$ cat src/rtl/iodec_pkg.sv
package iodec_pkg;
  localparam int NUM_TGT = 9;

  typedef enum logic [3:0] {
    TGT_CTRL    = 4'd0,
    TGT_DMA_FLP = 4'd1,
    TGT_DMA_SND = 4'd2,
    TGT_SCSI    = 4'd3,
    TGT_SERIAL  = 4'd4,
    TGT_SOUND   = 4'd5,
    TGT_FLOPPY  = 4'd6,
    TGT_BUSIF   = 4'd7,
    TGT_NVRAM   = 4'd8,
    TGT_NONE    = 4'd15
  } tgt_e;

  // legacy serial layout: swap the two halves of the 4-bit register number
  function automatic logic [3:0] legacy_remap(input logic [3:0] k);
    return {k[1:0], k[3:2]};
  endfunction
endpackage

$ cat src/rtl/iodec_legacy_lut.sv
module iodec_legacy_lut #(
  parameter int KEY_W = 4
) (
  input  logic [KEY_W-1:0] key_i,
  output logic [KEY_W-1:0] val_o
);
  localparam int ENTRIES = 1 << KEY_W;

  logic [KEY_W-1:0] lut [ENTRIES];

  for (genvar k = 0; k < ENTRIES; k++) begin : g_lut
    assign lut[k] = iodec_pkg::legacy_remap(KEY_W'(k));
  end

  assign val_o = lut[key_i];
endmodule

$ cat src/rtl/iodec_page_decode.sv
module iodec_page_decode
  import iodec_pkg::*;
#(
  parameter int OFS_W    = 19,
  parameter int PAGE_LSB = 12,
  parameter int IDX_W    = 13
) (
  input  logic [OFS_W-1:0] offset_i,
  output tgt_e             tgt_o,
  output logic [IDX_W-1:0] idx_o
);
  localparam int PAGE_W = OFS_W - PAGE_LSB;
  localparam logic [PAGE_W-1:0] PG_CTRL   = PAGE_W'(7'h00);
  localparam logic [PAGE_W-1:0] PG_DMA    = PAGE_W'(7'h08);
  localparam logic [PAGE_W-1:0] PG_SCSI   = PAGE_W'(7'h10);
  localparam logic [PAGE_W-1:0] PG_SER_LG = PAGE_W'(7'h12);
  localparam logic [PAGE_W-1:0] PG_SER    = PAGE_W'(7'h13);
  localparam logic [PAGE_W-1:0] PG_SOUND  = PAGE_W'(7'h14);
  localparam logic [PAGE_W-1:0] PG_FLOPPY = PAGE_W'(7'h15);
  localparam logic [PAGE_W-1:0] PG_BUSIF0 = PAGE_W'(7'h16);
  localparam logic [PAGE_W-1:0] PG_BUSIF1 = PAGE_W'(7'h17);
  localparam logic [PAGE_W-1:0] PG_NVRAM  = PAGE_W'(7'h60);
  localparam logic [3:0] CH_FLP = 4'h1;
  localparam logic [3:0] CH_SND = 4'h8;

  logic [PAGE_W-1:0] page;
  logic [3:0]        legacy_idx;
  logic [IDX_W-1:0]  native_idx;
  logic              legacy_hit;

  assign page       = offset_i[PAGE_LSB +: PAGE_W];
  assign native_idx = IDX_W'(offset_i[7:4]);
  assign legacy_hit = (offset_i[7:4] == 4'h0);

  iodec_legacy_lut #(.KEY_W(4)) u_lut (
    .key_i (offset_i[4:1]),
    .val_o (legacy_idx)
  );

  always_comb begin
    tgt_o = TGT_NONE;
    idx_o = '0;
    unique case (page)
      PG_CTRL: begin
        tgt_o = TGT_CTRL;
        idx_o = IDX_W'(offset_i[7:0]);
      end
      PG_DMA: begin
        idx_o = IDX_W'(offset_i[7:0]);
        if (offset_i[11:8] == CH_FLP)      tgt_o = TGT_DMA_FLP;
        else if (offset_i[11:8] == CH_SND) tgt_o = TGT_DMA_SND;
        else                               idx_o = '0;
      end
      PG_SCSI: begin
        tgt_o = TGT_SCSI;
        idx_o = native_idx;
      end
      PG_SER_LG: begin
        tgt_o = TGT_SERIAL;
        idx_o = legacy_hit ? IDX_W'(legacy_idx) : native_idx;
      end
      PG_SER: begin
        tgt_o = TGT_SERIAL;
        idx_o = native_idx;
      end
      PG_SOUND: begin
        tgt_o = TGT_SOUND;
        idx_o = IDX_W'(offset_i[PAGE_LSB-1:0]);
      end
      PG_FLOPPY: begin
        tgt_o = TGT_FLOPPY;
        idx_o = native_idx;
      end
      PG_BUSIF0, PG_BUSIF1: begin
        tgt_o = TGT_BUSIF;
        idx_o = IDX_W'(offset_i[PAGE_LSB:9]);
      end
      default: begin
        if (page >= PG_NVRAM) begin
          tgt_o = TGT_NVRAM;
          idx_o = IDX_W'(offset_i[OFS_W-3:4]);
        end
      end
    endcase
  end
endmodule

$ cat src/rtl/iodec_sel_gen.sv
module iodec_sel_gen
  import iodec_pkg::*;
#(
  parameter int N_TGT = NUM_TGT
) (
  input  tgt_e             tgt_i,
  input  logic             access_i,
  output logic [N_TGT-1:0] sel_o
);
  for (genvar t = 0; t < N_TGT; t++) begin : g_sel
    assign sel_o[t] = access_i && (tgt_i == tgt_e'(t));
  end
endmodule

$ cat src/rtl/iodec_rd_mux.sv
module iodec_rd_mux #(
  parameter int N_TGT  = 9,
  parameter int DATA_W = 32
) (
  input  logic                    clk_i,
  input  logic                    rst_ni,
  input  logic                    rd_i,
  input  logic [N_TGT-1:0]        sel_i,
  input  logic [N_TGT*DATA_W-1:0] bus_i,
  output logic [DATA_W-1:0]       rdata_o,
  output logic                    rvalid_o
);
  logic [DATA_W-1:0] masked [N_TGT];
  logic [DATA_W-1:0] merged;

  for (genvar t = 0; t < N_TGT; t++) begin : g_mask
    assign masked[t] = sel_i[t] ? bus_i[t*DATA_W +: DATA_W] : '0;
  end

  always_comb begin
    merged = '0;
    for (int t = 0; t < N_TGT; t++) merged |= masked[t];
  end

  always_ff @(posedge clk_i or negedge rst_ni) begin
    if (!rst_ni) begin
      rdata_o  <= '0;
      rvalid_o <= 1'b0;
    end else begin
      rdata_o  <= rd_i ? merged : '0;
      rvalid_o <= rd_i;
    end
  end
endmodule

$ cat src/rtl/iodec_window.sv
module iodec_window
  import iodec_pkg::*;
#(
  parameter int OFS_W    = 19,
  parameter int PAGE_LSB = 12,
  parameter int IDX_W    = 13,
  parameter int DATA_W   = 32,
  parameter int SIZE_W   = 3,
  parameter int N_TGT    = NUM_TGT
) (
  input  logic                    clk_i,
  input  logic                    rst_ni,
  input  logic [OFS_W-1:0]        offset_i,
  input  logic [DATA_W-1:0]       wdata_i,
  input  logic [SIZE_W-1:0]       size_i,
  input  logic                    rd_i,
  input  logic                    wr_i,
  input  logic [N_TGT*DATA_W-1:0] rdata_bus_i,
  output logic [N_TGT-1:0]        sel_o,
  output logic [IDX_W-1:0]        idx_o,
  output logic [DATA_W-1:0]       wdata_o,
  output logic [SIZE_W-1:0]       size_o,
  output logic                    we_o,
  output logic [DATA_W-1:0]       rdata_o,
  output logic                    rvalid_o
);
  tgt_e             tgt;
  logic [IDX_W-1:0] idx;
  logic             access;

  assign access = rd_i | wr_i;

  iodec_page_decode #(
    .OFS_W(OFS_W), .PAGE_LSB(PAGE_LSB), .IDX_W(IDX_W)
  ) u_decode (
    .offset_i (offset_i),
    .tgt_o    (tgt),
    .idx_o    (idx)
  );

  iodec_sel_gen #(.N_TGT(N_TGT)) u_sel (
    .tgt_i    (tgt),
    .access_i (access),
    .sel_o    (sel_o)
  );

  iodec_rd_mux #(.N_TGT(N_TGT), .DATA_W(DATA_W)) u_rd (
    .clk_i    (clk_i),
    .rst_ni   (rst_ni),
    .rd_i     (rd_i),
    .sel_i    (sel_o),
    .bus_i    (rdata_bus_i),
    .rdata_o  (rdata_o),
    .rvalid_o (rvalid_o)
  );

  assign idx_o   = access ? idx : '0;
  assign wdata_o = wdata_i;
  assign size_o  = size_i;
  assign we_o    = wr_i & (|sel_o);
endmodule

$ cat config.mk
export PLATFORM = sky130hd
export DESIGN_NAME = iodec_window
export DESIGN_NICKNAME = d
export VERILOG_FILES = /design/src/rtl/iodec_pkg.sv /design/src/rtl/iodec_legacy_lut.sv /design/src/rtl/iodec_page_decode.sv /design/src/rtl/iodec_sel_gen.sv /design/src/rtl/iodec_rd_mux.sv /design/src/rtl/iodec_window.sv
export SDC_FILE = /design/constraint.sdc
export NUM_CORES = 1
export LEC_CHECK = 0
export BUFFER_PORTS_ARGS = -buffer_cell sky130_fd_sc_hd__buf_4
export CAP_MARGIN = 15
export CORE_AREA = 2 2 169 171
export CTS_CLUSTER_SIZE = 30
export DETAILED_ROUTE_END_ITERATION = 10
export DIE_AREA = 0 0 171 173
export GPL_TIMING_DRIVEN = 0
export MAX_ROUTING_LAYER = met4
export SLEW_MARGIN = 20
export SYNTH_ARGS = -nofsm -noshare
export SYNTH_HDL_FRONTEND = slang
export SYNTH_HIERARCHICAL = 1
export SYNTH_SLANG_ARGS = --single-unit
$ cat constraint.sdc
create_clock -name clk_i -period 4.8 [get_ports clk_i]
set_input_delay 0.96 -clock clk_i [delete_from_list [all_inputs] [get_ports clk_i]]
set_output_delay 0.96 -clock clk_i [all_outputs]
set_load 0.005 [all_outputs]
==> summary.txt <==
Routing
  – DRT Pass-1 Iters: 8
  – Via-per-instance ratio: 4.46
  – WL final: 24.5 mm
  – Initial drt markers: 349
  – Vias: 5254
  – Post-route ant nets: 0
  – Post-route DRC violation count: 0
  – WL per Instance: 20.8 µm

Setup path
  – CP max FO: 10
  – WS Path Type: input port to output pin
  – Crit path to: we_o
  – Critical Path RT: 3.84 ns
  – CP Capture Type: output pin
  – Critical path data arrival time: 3.56 ns
  – CP startpoint: offset_i[14]
  – Nature of the critical path startpoint: input port

Placed design
  – Placed Area: 7130 µm²
  – Placed cell count: 1163
  – Buffers on Ports: 399
  – Final GP Congestion: 0.874
  – Setup WS pre-CTS: -0.308 ns
  – Hpwl dp: 20.4 mm

Pwr
  – IR drop worst, VDD: 0.130 mV
  – Sequential Power Share: 27.3%
  – Internal power: 0.787 mW
  – PnR Total Power: 1.04 mW
  – Switching part of the total power: 24.5%
  – PwrDens: 141 nW/µm²
  – Switching power: 0.255 mW
  – Combinational power share: 36.4%
  – Clk network pwr share: 36.2%
  – Lkg Pwr: 3.44 nW

Clocking
  – Clock sink total: 33
  – Clk slew on worst S/H paths: 0.05 ns
  – Clock root cell: clkbuf_16
  – CTS tree: done
  – Clock tree buffer depth: 2
  – H-tree depth: 2
  – Clock buffer count from CTS: 5

Global routing
  – Top Usage Layer GRT: met2
  – M1 GR Usage: 19.3%
  – GRT met2 Usage: 27.2%
  – M3 GR Usage: 2.56%
  – Initial antenna violation count: 0
  – Via count of the first global-routing pass: 5266
  – GRT Util Overall: 15.8%
  – Largest net degree at the start of global routing: 34
  – First-pass GRT wire length: 33.6 mm
  – Global route total overflow: 0

STA
  – Worst Tran Pin Value: 0.649 ns
  – RSZ-0062 raised after global routing: no
  – Final worst slack: 0.282 ns
  – Pins over their slew limit: 0
  – Max Freq: 0.221 GHz
  – Final Hold Viols: 0
  – Setup violators final: 0
  – Crit share post-route: 94.1%
  – Final hold slack: 0.637 ns
  – Setup TNS: 0 ns
  – Post-layout min period: 4.52 ns
  – Slew margin rel.: 56.8%

Logic synthesis
  – Synth async-reset ratio: 100%
  – Synth cell types: 53
  – Post-Synthesis Cell Area: 3630 µm²
  – #FFs+latches synth: 33
  – Sequential cell area fraction in the yosys report: 22.8%
  – Cells after synthesis: 384
  – Synth warnings: 6
  – Main synth FF type: dfrtp_1
  – Mapped Avg Cell Area: 9.45 µm²
  – Number of flops mapped to enable cells by yosys: 0
  – Syn_nets: 730

Floorplanning
  – Die Wd: 171 µm
  – Initial core utilization: 13.1%
  – Core Area: 27600 µm²
  – Std cell rows: 61
  – # IOs: 437
  – Die ar.: 29600 µm²
  – DIE HEIGHT: 173 µm

Flow run
  – Max cap viols: 0

Finish
  – Area grow syn2layout: 104%
  – Fill cell count: 3041
  – Layout Utilization: 26.8%
  – Final std cells w/o fill: 1177
  – Post-route cell area: 7400 µm²
  – Inserted Diodes: 0
  – Layout cell share with drive strength beyond 1: 67.2%
  – Fin nets: 1144

Run status
  – Outcome: finished clean

Worst hold path
  – HP Class: input port to async pin
-- state kept, by name (all words and copies together) (netlist names) --
name and cells:
u_rd/rdata_o 32, u_rd/rvalid_o 1
-- cell families (layout without fill, tap and decap cells) --
| family | after synthesis | in the layout | share of synthesized area (%) |
|---|---|---|---|
| mux | 2 | 2 | 0.621 |
| xor+xnor | 2 | 2 | 0.483 |
| flops | 33 | 33 | 22.8 |
| buf+inv | 80 | 495 | 14.5 |
| simple gates | 73 | 73 | 12.9 |
| compound gates | 194 | 194 | 48.7 |
-- layout make-up --
type	instances	area, µm²	area share, %
clock inverter	1	30.0	0.406
clock buffer	7	143	1.93
tap	378	473	6.39
inverter	3	11.3	0.152
multi-input combinational	271	2340	31.6
timing repair buffer	407	3060	41.4
buffer	77	514	6.95
sequential	33	826	11.2
-- cells in the final DEF (no fill, tap or decap), types with 9 or more instances in the layout --
cell type	count
a31oi_1	35
nand2_1	9
buf_4	446
a22o_1	36
a22oi_1	32
nor2_1	10
a221oi_2	29
dfrtp_1	33
buf_2	17
clkbuf_1	15
a222oi_1	32
-- per-layer routing --
metal | routed length, µm | up-vias
met5 | 0 | -
met4 | 293 | 0
met3 | 2050 | 17
met2 | 12200 | 337
met1 | 10000 | 2473
li1 | - | 2427
-- critical path, cell delays in order --
cell and delay, ns:
clkbuf_1 0.20, or4_4 0.48, o31ai_2 0.38, o221ai_1 0.24, or3b_1 0.57, nor2_4 0.32
nor3_1 0.10, a31oi_1 0.17, buf_4 0.14
-- timing repair --
action | 4_1_cts | 5_1_grt
setup endpoints to repair | 4 | 1
hold buffers | 0 | 0
gates resized for setup | 12 | 0
gates cloned | 0 | 0
pin swaps | 1 | 2
buffers inserted | 2 | 4
-- worst min path at each step --
stage                 endpoint  slack (ns)  cells past startpoint
4_1_cts          u_rd/rvalid_o        0.65                      1
6_report         u_rd/rvalid_o        0.64                      1
3_5_place_dp     u_rd/rvalid_o        0.95                      1
3_3_place_gp     u_rd/rvalid_o        0.96                      1
2_1_floorplan  u_rd/rdata_o[0]        0.66                      0
5_1_grt          u_rd/rvalid_o        0.66                      1
-- cells in the mapped netlist, drive strengths merged, types with 6 or more instances --
cell / count / area (µm²)
a22o: 38 / 335
a221oi: 32 / 462
nor3: 6 / 35.0
nor2: 17 / 71.3
dfrtp: 33 / 826
nor2b: 13 / 114
nand2: 9 / 33.8
clkbuf: 14 / 52.6
buf: 63 / 462
a31oi: 35 / 219
a222oi: 32 / 320
a22oi: 32 / 240
-- power groups by stage --
stage,Clock (mW),Combinational [mW],Sequential (mW)
floorplan,0,0.0920,0.290
global placement,0,0.372,0.290
detailed placement,0,0.376,0.290
CTS,0.393,0.380,0.285
global route,0.406,0.406,0.285
finish,0.377,0.380,0.285
Note: power is estimated with default switching activity, not from simulation.
